--- src/rtl/crypt_route_pkg.sv ---
package crypt_route_pkg;
  localparam int NCH  = 4;
  localparam int SELW = 2;

  function automatic logic [NCH-1:0] sel_onehot(input logic [SELW-1:0] s);
    logic [NCH-1:0] r;
    r = '0;
    r[s] = 1'b1;
    return r;
  endfunction
endpackage

--- src/rtl/chan_encrypt.sv ---
module chan_encrypt #(
  parameter int DW  = 8,
  parameter int NCH = 4
) (
  input  logic [NCH*DW-1:0] plain_words,
  input  logic [NCH*DW-1:0] key_words,
  output logic [NCH*DW-1:0] cipher_words
);
  function automatic logic [DW-1:0] mask_word(input logic [DW-1:0] d, input logic [DW-1:0] k);
    return d ^ k;
  endfunction

  for (genvar j = 0; j < NCH; j++) begin : g_lane
    assign cipher_words[j*DW +: DW] = mask_word(plain_words[j*DW +: DW], key_words[j*DW +: DW]);
  end
endmodule

--- src/rtl/src_mux.sv ---
module src_mux #(
  parameter int DW   = 8,
  parameter int NCH  = 4,
  parameter int SELW = 2
) (
  input  logic [NCH*DW-1:0] lane_words,
  input  logic [SELW-1:0]   sel,
  output logic [DW-1:0]     picked
);
  always_comb begin
    picked = '0;
    for (int j = 0; j < NCH; j++) begin
      if (sel == SELW'(j)) picked = lane_words[j*DW +: DW];
    end
  end
endmodule

--- src/rtl/link_pipe.sv ---
module link_pipe #(
  parameter int DW    = 8,
  parameter int DEPTH = 2
) (
  input  logic          clk,
  input  logic          rst,
  input  logic          head_valid,
  input  logic [DW-1:0] head_word,
  output logic          tail_valid,
  output logic [DW-1:0] tail_word
);
  logic [DEPTH:0]         v_c;
  logic [DEPTH:0][DW-1:0] w_c;

  assign v_c[0] = head_valid;
  assign w_c[0] = head_word;

  for (genvar g = 0; g < DEPTH; g++) begin : g_stage
    always_ff @(posedge clk) begin
      if (rst) begin
        v_c[g+1] <= 1'b0;
        w_c[g+1] <= '0;
      end else begin
        v_c[g+1] <= v_c[g];
        w_c[g+1] <= w_c[g];
      end
    end
  end

  assign tail_valid = v_c[DEPTH];
  assign tail_word  = w_c[DEPTH];
endmodule

--- src/rtl/dst_steer.sv ---
module dst_steer
  import crypt_route_pkg::*;
#(
  parameter int DW = 8
) (
  input  logic              arr_valid,
  input  logic [DW-1:0]     arr_word,
  input  logic [SELW-1:0]   sel,
  input  logic [NCH*DW-1:0] key_words,
  output logic [NCH*DW-1:0] lane_words,
  output logic [NCH-1:0]    lane_valid
);
  function automatic logic [DW-1:0] unmask_word(input logic [DW-1:0] c, input logic [DW-1:0] k);
    return c ^ k;
  endfunction

  logic [NCH-1:0] pick;
  assign pick = arr_valid ? sel_onehot(sel) : '0;

  for (genvar j = 0; j < NCH; j++) begin : g_out
    assign lane_valid[j]         = pick[j];
    assign lane_words[j*DW +: DW] = pick[j] ? unmask_word(arr_word, key_words[j*DW +: DW]) : '0;
  end
endmodule

--- src/rtl/crypt_route4.sv ---
module crypt_route4
  import crypt_route_pkg::*;
#(
  parameter int DW = 8
) (
  input  logic              clk,
  input  logic              rst,
  input  logic              in_valid,
  input  logic [NCH*DW-1:0] in_words,
  input  logic [NCH*DW-1:0] tx_keys,
  input  logic [SELW-1:0]   src_sel,
  input  logic [SELW-1:0]   dst_sel,
  input  logic [NCH*DW-1:0] rx_keys,
  output logic [NCH*DW-1:0] out_words,
  output logic [NCH-1:0]    out_valid
);
  localparam int LINK_LAT = 2;

  logic [NCH*DW-1:0] cipher_lanes;
  logic [DW-1:0]     cipher_sel;
  logic              link_valid;
  logic [DW-1:0]     link_word;

  chan_encrypt #(.DW(DW), .NCH(NCH)) u_enc (
    .plain_words (in_words),
    .key_words   (tx_keys),
    .cipher_words(cipher_lanes)
  );

  src_mux #(.DW(DW), .NCH(NCH), .SELW(SELW)) u_mux (
    .lane_words(cipher_lanes),
    .sel       (src_sel),
    .picked    (cipher_sel)
  );

  link_pipe #(.DW(DW), .DEPTH(LINK_LAT)) u_link (
    .clk       (clk),
    .rst       (rst),
    .head_valid(in_valid),
    .head_word (cipher_sel),
    .tail_valid(link_valid),
    .tail_word (link_word)
  );

  dst_steer #(.DW(DW)) u_steer (
    .arr_valid (link_valid),
    .arr_word  (link_word),
    .sel       (dst_sel),
    .key_words (rx_keys),
    .lane_words(out_words),
    .lane_valid(out_valid)
  );
endmodule

--- config.mk ---
export PLATFORM = sky130hd
export DESIGN_NAME = crypt_route4
export DESIGN_NICKNAME = d
export VERILOG_FILES = /design/src/rtl/crypt_route_pkg.sv /design/src/rtl/chan_encrypt.sv /design/src/rtl/src_mux.sv /design/src/rtl/link_pipe.sv /design/src/rtl/dst_steer.sv /design/src/rtl/crypt_route4.sv
export SDC_FILE = /design/constraint.sdc
export NUM_CORES = 1
export LEC_CHECK = 0
export BUFFER_PORTS_ARGS = -buffer_cell sky130_fd_sc_hd__buf_2
export CORE_UTILIZATION = 39
export DETAILED_ROUTE_END_ITERATION = 16
export HOLD_SLACK_MARGIN = 0.02
export PLACE_DENSITY = 0.86
export SLEW_MARGIN = 5
export SYNTH_ARGS = -nofsm -noshare
export SYNTH_HDL_FRONTEND = slang
export SYNTH_SLANG_ARGS = --single-unit
--- constraint.sdc ---
create_clock -name clk -period 1.9 [get_ports clk]
set_input_delay 0.38 -clock clk [delete_from_list [all_inputs] [get_ports clk]]
set_output_delay 0.38 -clock clk [all_outputs]
set_load 0.005 [all_outputs]
==> After elaboration in Yosys (flattened, before gate mapping) <==
Index checks and enable logic that the tools add are counted.
{ "word_totals": {"register_bits": 18, "latch_bits": 0, "ramBits": 0, "romBits": 0, "in_bits": 103, "out_inout_bits": 36, "wordCells": 30, "mem_count": 0} }
{ "classes": {"addsub": 0, "mul": 0, "n_div": 0, "order_cmp": 2, "n_eq_ne": 3, "shifts": 0, "mux": 11, "bitwise_logic": 8, "reduce_logical": 2} }
{ "ops": {"columns": ["cell", "count"], "rows": [
  ["two-way mux 8 bit", 8],
  ["XOR 8 bit", 8],
  ["== test 2 bit (second input constant)", 2],
  ["two-way mux 4 bit", 1],
  ["less-than comparator 2 x 3 -> 1 bit (second input constant)", 1],
  ["demux 1 bit (select 2 bit)", 1],
  ["== test 2 x 1 -> 1 bit (second input constant)", 1],
  ["greater-or-equal comparator 2 x 1 -> 1 bit (second input constant)", 1],
  ["logical NOT 2 bit", 1],
  ["logical AND 1 bit", 1],
  ["two-way mux 1 bit", 1]
]} }

==> Logic depth before layout (Yosys ltp) <==
Gate-level depths: netlist of run 1.
{ "depth": {"ltp_word": 6, "ltp_mapped": 4, "mapped_depth_nobuf": 3} }

==> Hierarchy <==
A second synthesis of run 1 with hierarchy kept.
{ "hier_totals": {"cells_unflattened": 168, "area_unflattened_um2": 1505.2} }
{ "modules_own_cells": {"columns": ["mod", "n_inst", "cells_each", "area_per_inst_um2", "seq_area_each_um2"], "rows": [
  ["link_pipe", 1, 45, 549.3, 360.3],
  ["dst_steer", 1, 81, 479.2, 0.0],
  ["chan_encrypt", 1, 32, 280.3, 0.0],
  ["src_mux", 1, 10, 196.4, 0.0]
]} }

==> Worst setup path before layout of run 1 <==
No wires, ideal clock.
{ "synth_path": {"path_type": "input -> output", "from": "in dst_sel[0]", "to": "out out_words[0]", "t_arrival_ps": 1015, "required_time_ps": 1520, "path_slack_ps": 505, "cell_stages": 3, "path_buffers": 1, "path_cell_list": "or3b_1 > buf_2 > nor2_1"} }
{ "synth_via": {"elab_chain_len": 6, "elab_cells_between_ends": 7, "classes_between": "order compare (2); mux (4); reduce/logical (1)"} }
{ "synth_lines": {"columns": ["element", "line_no", "source"], "rows": [
  ["from (decl)", "crypt_route4.sv:12", "input logic [SELW-1:0] dst_sel,"],
  ["less-than comparator 2 x 3 -> 1 bit (implied by the code) / greater-or-equal comparator 2 x 1 -> 1 bit (equally long branches)", "crypt_route_pkg.sv:8", "r[s] = 1'b1;"],
  ["logical AND 1 bit (implied by the code)", "crypt_route_pkg.sv:8", null],
  ["two-way mux 1 bit (implied by the code)", "crypt_route_pkg.sv:8", null],
  ["demux 1 bit (select 2 bit) *", null, null],
  ["two-way mux 4 bit *", "dst_steer.sv:18", "assign pick = arr_valid ? sel_onehot(sel) : '0;"],
  ["two-way mux 8 bit *", "dst_steer.sv:22", "assign lane_words[j*DW +: DW] = pick[j] ? unmask_word(arr_word, key_words[j*DW +: DW]) : '0;"],
  ["to (decl)", "crypt_route4.sv:14", "output logic [NCH*DW-1:0] out_words,"]
]} }
Every way passes the cells marked *; elsewhere a longest branch is shown, timed or not.

==> Final worst setup path of run 1 <==
{ "layout_path": {"from": "reg u_link.v_c[2] (netlist: u_link.tail_valid)", "to": "out out_words[6]"} }
{ "layout_via": {"elab_chain_len": 2} }
{ "layout_lines": {"columns": ["element", "line_no", "source"], "rows": [
  ["from (decl)", "link_pipe.sv:12", "logic [DEPTH:0] v_c;"],
  ["from (signal, indexed assignment)", "link_pipe.sv:24", "v_c[g+1] <= v_c[g];"],
  ["two-way mux 4 bit", "dst_steer.sv:18", null],
  ["two-way mux 8 bit", "dst_steer.sv:22", null]
]} }
Every way passes these cells.

==> results_dict.tcl, run 1 <==
set metrics [dict create \
    drc_errors 0 \
    fmax_mhz 579 \
    r2r-end "u_link.tail_word[3]" \
    r2r_cells 1 \
    worstHoldStart "in_valid" \
    holdPathEnd "u_link.v_c[1]" \
    fin_worst_skew_ns 0.00184 \
    setup_violations 0 \
    holdBufCountCts 0 \
    core_sq_um 3390 \
    comb_power_share_pct 35.6 \
    overflow 0 \
    rows 21 \
    yosysSeqAreaShare_pct 25.6 \
    holdWs_ns 0.315 \
    power_switching_share_pct 26.2 \
    route.vias.total 1548 \
    post_dp_cell_area_sq_um 2100 \
    port_buffers 138 \
    dieArea_sq_um 3860 \
    p_total_mw 0.933 \
    root_buffer "clkbuf_4" \
    fin_tns_setup_ns 0 \
    area_growth_syn_to_layout_pct 50.7 \
    final_layout_size_suffix_gt1_share_pct 46.0 \
    synth.distinct_cells 16 \
    timing.rr.start "u_link.w_c[11]" \
    max_cap_violations 0 \
    cts_tree "done" \
    start_util_pct 41.6 \
    cts_num_sinks 18 \
    finalNonFillerCells 355 \
    seq_power_share_pct 46.2 \
    drv_slew 0 \
    status "finished, final reports clean" \
    insertion_delay_ns 0.27 \
    synth_warnings 0 \
    grt_pass1_wl_mm 5.69 \
    die_x_um 62.1 \
    relSlewSlack_pct 62.6 \
    grt_pass1_vias 1430 \
    min_path_cells 2 \
    numCtsBuffers 3 \
    first_pass_iters 6 \
    crit_arrival_ns 1.35 \
    die_y_um 62.1 \
    end_kind "output pin" \
    criticalPathCategory "flip-flop to output pin" \
    critPathRequiredTime_ns 1.52 \
    min_period_ns 1.73 \
    synth-seq-cells 18 \
    syn_area_sq_um 1410 \
    hold_viol_final 0 \
    p_sw_mw 0.245 \
    stdcell_area_sq_um 2120 \
    via_per_inst 4.36 \
    finalCritPeriodShare_pct 90.9 \
    syn_avg_cell_area_sq_um 7.74 \
    syn_inst 182 \
    drtIter0Drc 43 \
    power_frac_clock_pct 18.2 \
    power.leakage_nw 1.08 \
    grt_usage_pct 17.9 \
    ir_worst_vdd_mv 0.221 \
    cellPowerDensity_nw_per_um2 439 \
    clk_pin_slew_ns 0.09 \
    timing.final.ws_setup_ns 0.173 \
    r2r_slack_ns 1.38 \
    dp.final_hpwl_mm 2.98 \
    utilization_pct 62.6 \
    synth_nets 285 \
    hold_class "input pin to flip-flop" \
    rsz0062_at_grt "false" \
    tightestPinTransition_ns 0.560 \
    antenna_found_initial 0 \
    finalNetCount 414 \
    start_kind "flip-flop" \
    wl_per_cell_um 9.54 \
    critical_path.max_fanout 9 \
    antenna_left 0 \
    clockBufferDepth 2 \
    diodes 0 \
    ioPinCount 139 \
    routed_wl_mm 3.39 \
    p_int_mw 0.688 \
    grt_max_degree 19 \
    gp_congestion 0.785 \
    dp.cells 352 \
    dp_slack_ns 0.207 \
    htree_levels 1 \
    fillers 301 \
]
## routing by layer
layer | wire length [um] | GRT usage [%]
met5 | 0 | 0
met4 | 27 | 6.10
met3 | 364 | 3.31
met2 | 1710 | 35.7
met1 | 1290 | 18.4
## kinds of logic (layout without fill, tap and decap cells)
| family | after synthesis | after routing | share of synthesized area, % |
|---|---|---|---|
| simple gates | 66 | 66 | 22.3 |
| xor+xnor | 64 | 64 | 39.8 |
| buf+inv | 18 | 145 | 5.24 |
| flops | 18 | 18 | 25.6 |
| compound gates | 16 | 16 | 7.11 |
## how the worst max path moves through the flow
stage / from / endpoint / slack, ns / cells past startpoint
after detailed placement: dst_sel[0] / out_words[6] / 0.21 / 4
final: u_link.tail_valid / out_words[6] / 0.17 / 3
after global placement: dst_sel[0] / out_words[5] / 0.23 / 4
after CTS: u_link.tail_valid / out_words[6] / 0.06 / 3
after floorplan: dst_sel[0] / out_words[0] / 0.51 / 3
after global routing: u_link.tail_valid / out_words[0] / 0.05 / 3
## sequential cells by signal (all words and copies together) (netlist names)
register and cells:
u_link.tail_word 8, u_link.v_c 1, u_link.tail_valid 1, u_link.w_c 8
## power groups by stage
stage,combinational [mW],sequential (mW),clock (mW)
after floorplan,0.209,0.421,0
after global placement,0.329,0.439,0
after detailed placement,0.334,0.440,0
after CTS,0.335,0.431,0.176
after global routing,0.370,0.436,0.198
final,0.332,0.431,0.170
## cell usage after synthesis
cell type | count | area share (%)
inv_1 | 4 | 1.1
a21oi_1 | 8 | 2.8
clkbuf_2 | 2 | 0.71
and2_1 | 1 | 0.44
xnor2_1 | 64 | 40
buf_2 | 3 | 1.1
nor2_1 | 33 | 8.8
a22oi_1 | 8 | 4.3
nand3_1 | 1 | 0.35
clkbuf_1 | 9 | 2.4
nand2_1 | 8 | 2.1
dfxtp_1 | 18 | 26
or3b_1 | 1 | 0.62
nand3b_1 | 2 | 1.1
and3_1 | 8 | 3.6
nor2b_1 | 12 | 5.3
## worst max-delay path, stage by stage (launching register included)
cell     delay (ns)
dfxtp_1        0.37
or3b_4         0.46
nor2_1         0.12
buf_2          0.11
## area by class of cell
| type | count | area [sq um] | share of cell area [%] |
|---|---|---|---|
| multi-input cells | 146 | 977 | 46.0 |
| flip-flops and latches | 18 | 360 | 17.0 |
| repair buffers | 138 | 691 | 32.5 |
| well taps | 46 | 57.6 | 2.71 |
| inverters | 4 | 15.0 | 0.707 |
| clock buffers | 3 | 22.5 | 1.06 |
## timing repair
item,in CTS,in global routing
buffers inserted,0,0
resized for setup,0,1
setup endpoints to repair,0,8
## cell usage in the layout, fill, tap and decap left out, types with 2 or more instances in the layout
cell,synthesis,routed
nor2b_1,12,12
xnor2_1,64,64
nand2_1,8,8
buf_2,3,138
a21oi_1,8,8
dfxtp_1,18,18
inv_1,4,4
clkbuf_4,0,3
a22oi_1,8,8
and3_1,8,8
nand3b_1,2,2
nor2_1,33,33
Note: power is estimated with default switching activity, not from simulation.
==> inputs of run 2 (changes only) <==
CORE_UTILIZATION = 40   (was 39)
CTS_BUF_LIST = sky130_fd_sc_hd__clkbuf_8   (was not set)
PLACE_DENSITY = 0.88   (was 0.86)
==> run 2 against run 1 <==
Register-to-register slack about the same. Clock power up 76%. Flip-flop and latch count unchanged. Sequential power about the same. Setup slack worse by 0.055 ns. Non-clock buffer count up 1. Routed wire length up 8.7%. Via count up 3.2%. First-iteration DRC count down 28%. Global-route usage up 0.31 points. Final cell count up 0.56%.
==> results_dict.tcl, run 2 (synthesized netlist as in run 1, its figures left out) <==
set metrics [dict create \
    power.leakage_nw 1.10 \
    wl_per_cell_um 10.3 \
    die_y_um 61.3 \
    final_cell_mix "buf_2, xnor2_1, nor2_1" \
    diodes 0 \
    grt_max_degree 19 \
    crit_chain "or3b_1, nor2_1, buf_2" \
    drv_slew 0 \
    finalCritPeriodShare_pct 93.8 \
    r2r-end "u_link.tail_word[6]" \
    status "finished, final reports clean" \
    area_growth_syn_to_layout_pct 53.4 \
    cellPowerDensity_nw_per_um2 494 \
    overflow 0 \
    root_buffer "clkbuf_8" \
    rsz0062_at_grt "false" \
    grt_usage_pct 18.2 \
    fillers 303 \
    antenna_found_initial 0 \
    max_stage_delay_ns 0.51 \
    setup_violations 0 \
    timing.final.ws_setup_ns 0.118 \
    dieArea_sq_um 3760 \
    grt_pass1_vias 1336 \
    fin_tns_setup_ns 0 \
    worstHoldStart "in_valid" \
    route.vias.total 1598 \
    ioPinCount 139 \
    htree_levels 1 \
    end_kind "output pin" \
    drtIter0Drc 31 \
    finalNetCount 415 \
    postCtsSetupBuffers 0 \
    r2r_cells 1 \
    max_cap_violations 0 \
    clockBufferDepth 2 \
    via_per_inst 4.48 \
    first_pass_iters 4 \
    clk_pin_slew_ns 0.07 \
    insertion_delay_ns 0.24 \
    critical_path.max_fanout 9 \
    core_sq_um 3360 \
    cts_num_sinks 18 \
    p_total_mw 1.07 \
    start_kind "flip-flop" \
    hold_viol_final 0 \
    hold_class "input pin to flip-flop" \
    worst_path_max_delay_cell "or3b_1" \
    timing.rr.start "u_link.w_c[14]" \
    worstSetupEndpoint "out_words[2]" \
    die_x_um 61.3 \
    antenna_left 0 \
    relSlewSlack_pct 60.8 \
    mostFrequentLayoutCell "buf_2" \
    routed_wl_mm 3.68 \
    startpoint "u_link.tail_valid" \
    r2r_slack_ns 1.37 \
    cts_resized 0 \
    tightestPinTransition_ns 0.587 \
    gp_congestion 0.745 \
    holdBufCountCts 0 \
    numCtsBuffers 3 \
    grt_pass1_wl_mm 5.14 \
    fmax_mhz 561 \
    criticalPathCategory "flip-flop to output pin" \
    ir_worst_vdd_mv 0.261 \
    dp.final_hpwl_mm 3.22 \
    fin_worst_skew_ns 0.000390 \
    rows 21 \
    min_period_ns 1.78 \
    cts_tree "done" \
    crit_arrival_ns 1.40 \
    final_layout_size_suffix_gt1_share_pct 46.0 \
    port_buffers 138 \
    drc_errors 0 \
    dp_slack_ns 0.218 \
    critPathRequiredTime_ns 1.52 \
    start_util_pct 41.9 \
]
==> run 2: power by group <==
group / internal, mW / switching (mW) / leakage (nW)
Sequential: 0.408 / 0.0235 / 0.149
Combinational: 0.208 / 0.128 / 0.925
Clock: 0.184 / 0.117 / 0.0288
==> run 2: layout make-up <==
cell class | count | area, sq um | share of cell area (%)
clock buffers | 4 | 55.1 | 2.55
inverters | 4 | 15.0 | 0.695
multi-input cells | 146 | 975 | 45.1
flip-flops and latches | 18 | 360 | 16.7
well taps | 46 | 57.6 | 2.66
repair buffers | 139 | 698 | 32.3
==> run 2: metal layers <==
| layer | global-route usage, % | routed length (um) | share of wire (%) |
|---|---|---|---|
| met1 | 17.1 | 1340 | 36 |
| met5 | 0 | 0 | 0 |
| met2 | 38.8 | 1950 | 53 |
| met4 | 6.67 | 42 | 1.1 |
| met3 | 2.73 | 347 | 9.4 |
==> run 2: through the flow <==
step	hold WS, ns	cell area (sq um)	utilization (%)	instances
CTS	0.343	2160	64.2	357
floorplan	0.414	1410	-	182
global placement	0.417	2110	62.6	353
detailed placement	0.423	2110	62.6	353
finish	0.347	2160	64.2	357
global route	0.368	2160	64.2	357
==> run 2: how the worst min path moves through the flow <==
stage	to	depth (start not counted)
final	u_link.v_c[1]	2
after global routing	u_link.v_c[1]	2
after CTS	u_link.v_c[1]	2
after detailed placement	u_link.tail_valid	1
after global placement	u_link.tail_word[3]	1
after floorplan	u_link.tail_valid	1
==> run 2: critical path, delay by kind of cell (launching register included) <==
| kind | cells | cell delay (ns) |
|---|---|---|
| buffers and inverters | 1 | 0.12 |
| DFF | 1 | 0.36 |
| and+or+nand+nor | 2 | 0.67 |
==> inputs of run 3 (changes only) <==
ABC_AREA = 1   (was not set)
CORE_UTILIZATION = 43   (was 40)
==> run 3 against run 2 <==
Clock power barely moved. Largest power group unchanged. Highest routed layer unchanged. Via count rose by 31%. Combinational power rose by 2%. Largest cell class unchanged.
==> results_dict.tcl, run 3 <==
set metrics [dict create \
    synth-seq-cells 18 \
    crit_arrival_ns 1.25 \
    grt_usage_pct 19.9 \
    cts_tree "done" \
    clockBufferDepth 2 \
    antenna_found_initial 0 \
    cp.buffers_inverters 1 \
    fin_worst_skew_ns 0.000454 \
    path_delay_family "simple AND/OR/NAND/NOR gates" \
    yosys.area_share.simple_pct 38.5 \
    antenna_left 0 \
    grt_pass1_vias 1755 \
    numCtsBuffers 3 \
    end_kind "output pin" \
    start_util_pct 45.5 \
    relSlewSlack_pct 75.2 \
    dieArea_sq_um 4160 \
    yosysTopAreaCellShare_pct 21.5 \
    dr_wl_met2_mm 2.08 \
    min_period_ns 1.63 \
    holdWs_ns 0.339 \
    max_stage_delay_ns 0.37 \
    tightestPinTransition_ns 0.372 \
    ys_async_sr_fraction_pct 0 \
    htree_levels 1 \
    core_sq_um 3690 \
    yosys-top-cells-count "inv_1, nand2_1, nor2_1" \
    wl_per_cell_um 8.61 \
    dp_slack_ns 0.369 \
    yosysSeqAreaShare_pct 21.5 \
    synth_most_common_cell "inv_1" \
    ys_top_cells_by_area "dfxtp_1, xnor2_1, inv_1" \
    worst_path_max_delay_cell "dfxtp_1" \
    cellPowerDensity_nw_per_um2 437 \
    ioPinCount 139 \
    final_cell_mix "buf_2, inv_1, nand2_1" \
    finalCritPeriodShare_pct 85.5 \
    diodes 0 \
    port_buffers 138 \
    synth-edff-count 0 \
    met1Wirelength_mm 1.64 \
    root_buffer "clkbuf_8" \
    synth_fa_ha_area_share_pct 0 \
    fin_tns_setup_ns 0 \
    crit_chain "nand3_1, nor2_1, buf_2" \
    gp_congestion 0.728 \
    synth.distinct_cells 12 \
    synth_top_family_by_area "simple AND/OR/NAND/NOR gates" \
    status "finished, final reports clean" \
    die_x_um 64.5 \
    rsz0062_at_grt "false" \
    critical_path.max_fanout 9 \
    grt_max_degree 14 \
    finalNetCount 540 \
    synthMuxAreaShare_pct 0 \
    ir_worst_vdd_mv 0.201 \
    setup_violations 0 \
    postCtsSetupBuffers 0 \
    die_y_um 64.5 \
    fmax_mhz 615 \
    holdBufCountCts 0 \
    syn_avg_cell_area_sq_um 5.52 \
    synth_compound_area_share_pct 1.79 \
    cts_resized 0 \
    start_kind "flip-flop" \
    critPathRequiredTime_ns 1.52 \
    cts_num_sinks 18 \
    synth_warnings 0 \
    via_per_inst 4.31 \
    hold_class "input pin to flip-flop" \
    routed_wl_mm 4.17 \
    dp.final_hpwl_mm 3.76 \
    criticalPathCategory "flip-flop to output pin" \
    top_layer_used "met4" \
    area_growth_syn_to_layout_pct 45.7 \
    power.leakage_nw 1.58 \
    yosys.area.top_type "dfxtp_1" \
    drv_slew 0 \
    post_dp_cell_area_sq_um 2390 \
    final_layout_size_suffix_gt1_share_pct 33.7 \
    timing.final.ws_setup_ns 0.275 \
    clk_pin_slew_ns 0.06 \
    drtIter0Drc 53 \
    max_cap_violations 0 \
    yosys_most_used_dff "dfxtp_1" \
    drc_errors 0 \
    hold_viol_final 0 \
    insertion_delay_ns 0.25 \
    route.vias.total 2087 \
    synthXorXnorAreaFrac_pct 19.8 \
    rows 22 \
    first_pass_iters 4 \
    overflow 0 \
    syn_area_sq_um 1680 \
    mostFrequentLayoutCell "buf_2" \
    stdcell_area_sq_um 2440 \
    fillers 349 \
    syn_inst 304 \
    grt_pass1_wl_mm 6.72 \
    dr_wl_met3_um 365 \
    p_total_mw 1.07 \
    synth_nets 407 \
]
## run 3: cell count changes in the layout (fill, tap and decap cells not counted), moves of 12 or more
cell and delta:
nor2_1 +25, nand2_1 +61, xnor2_1 -32, inv_1 +66
nand3_1 +29, nor2b_1 -12
## run 3: kinds of logic (layout without fill, tap and decap cells)
family | after synthesis | in the layout
AO/OA/AOI/OAI | 6 | 6
XOR/XNOR | 38 | 38
buffers and inverters | 82 | 214
flip-flops | 18 | 18
AND/OR/NAND/NOR | 160 | 160
## run 3: where the power goes
| part | internal (mW) | switching [mW] | total, mW |
|---|---|---|---|
| logic | 0.181 | 0.164 | 0.345 |
| clock network | 0.184 | 0.115 | 0.298 |
| registers | 0.404 | 0.0201 | 0.424 |
| total | 0.770 | 0.298 | 1.07 |
## run 3: path summary, 6_finish.rpt
| check | startpoint | endpoint | slack [ns] | depth (start not counted) |
|---|---|---|---|---|
| worst max-delay path | u_link.tail_valid | out_words[20] | 0.27 | 3 |
| worst min-delay path | in_valid | u_link.v_c[1] | 0.34 | 3 |
| worst max register to register | u_link.w_c[11] | u_link.tail_word[3] | 1.42 | 2 |
| worst min register to register | u_link.w_c[9] | u_link.tail_word[1] | 0.40 | 2 |
## run 3: final cells by class
| class | count | area, sq um | area share, % |
|---|---|---|---|
| repair buffers | 138 | 691 | 28.2 |
| flip-flops and latches | 18 | 360 | 14.7 |
| inverters | 72 | 270 | 11.1 |
| well taps | 48 | 60.1 | 2.46 |
| multi-input cells | 204 | 1010 | 41.2 |
| clock buffers | 4 | 55.1 | 2.25 |
## run 3: metrics by stage
stage          utilization, %  std cells
4_1_cts                  66.3        484
2_1_floorplan               -        304
3_3_place_gp             64.8        480
3_5_place_dp             64.8        480
6_report                 66.3        484
5_1_grt                  66.3        484
## run 3: worst min-delay path: cells and delay by family
kind	cells	cell delay [ns]
buf+inv	2	0.13
simple gates	1	0.03
## run 3: metal layers
layer,global-route usage (%),vias to the layer above
met5,0,-
met4,8.61,0
met3,3.70,8
met2,40.0,103
met1,19.2,843
li1,-,1133
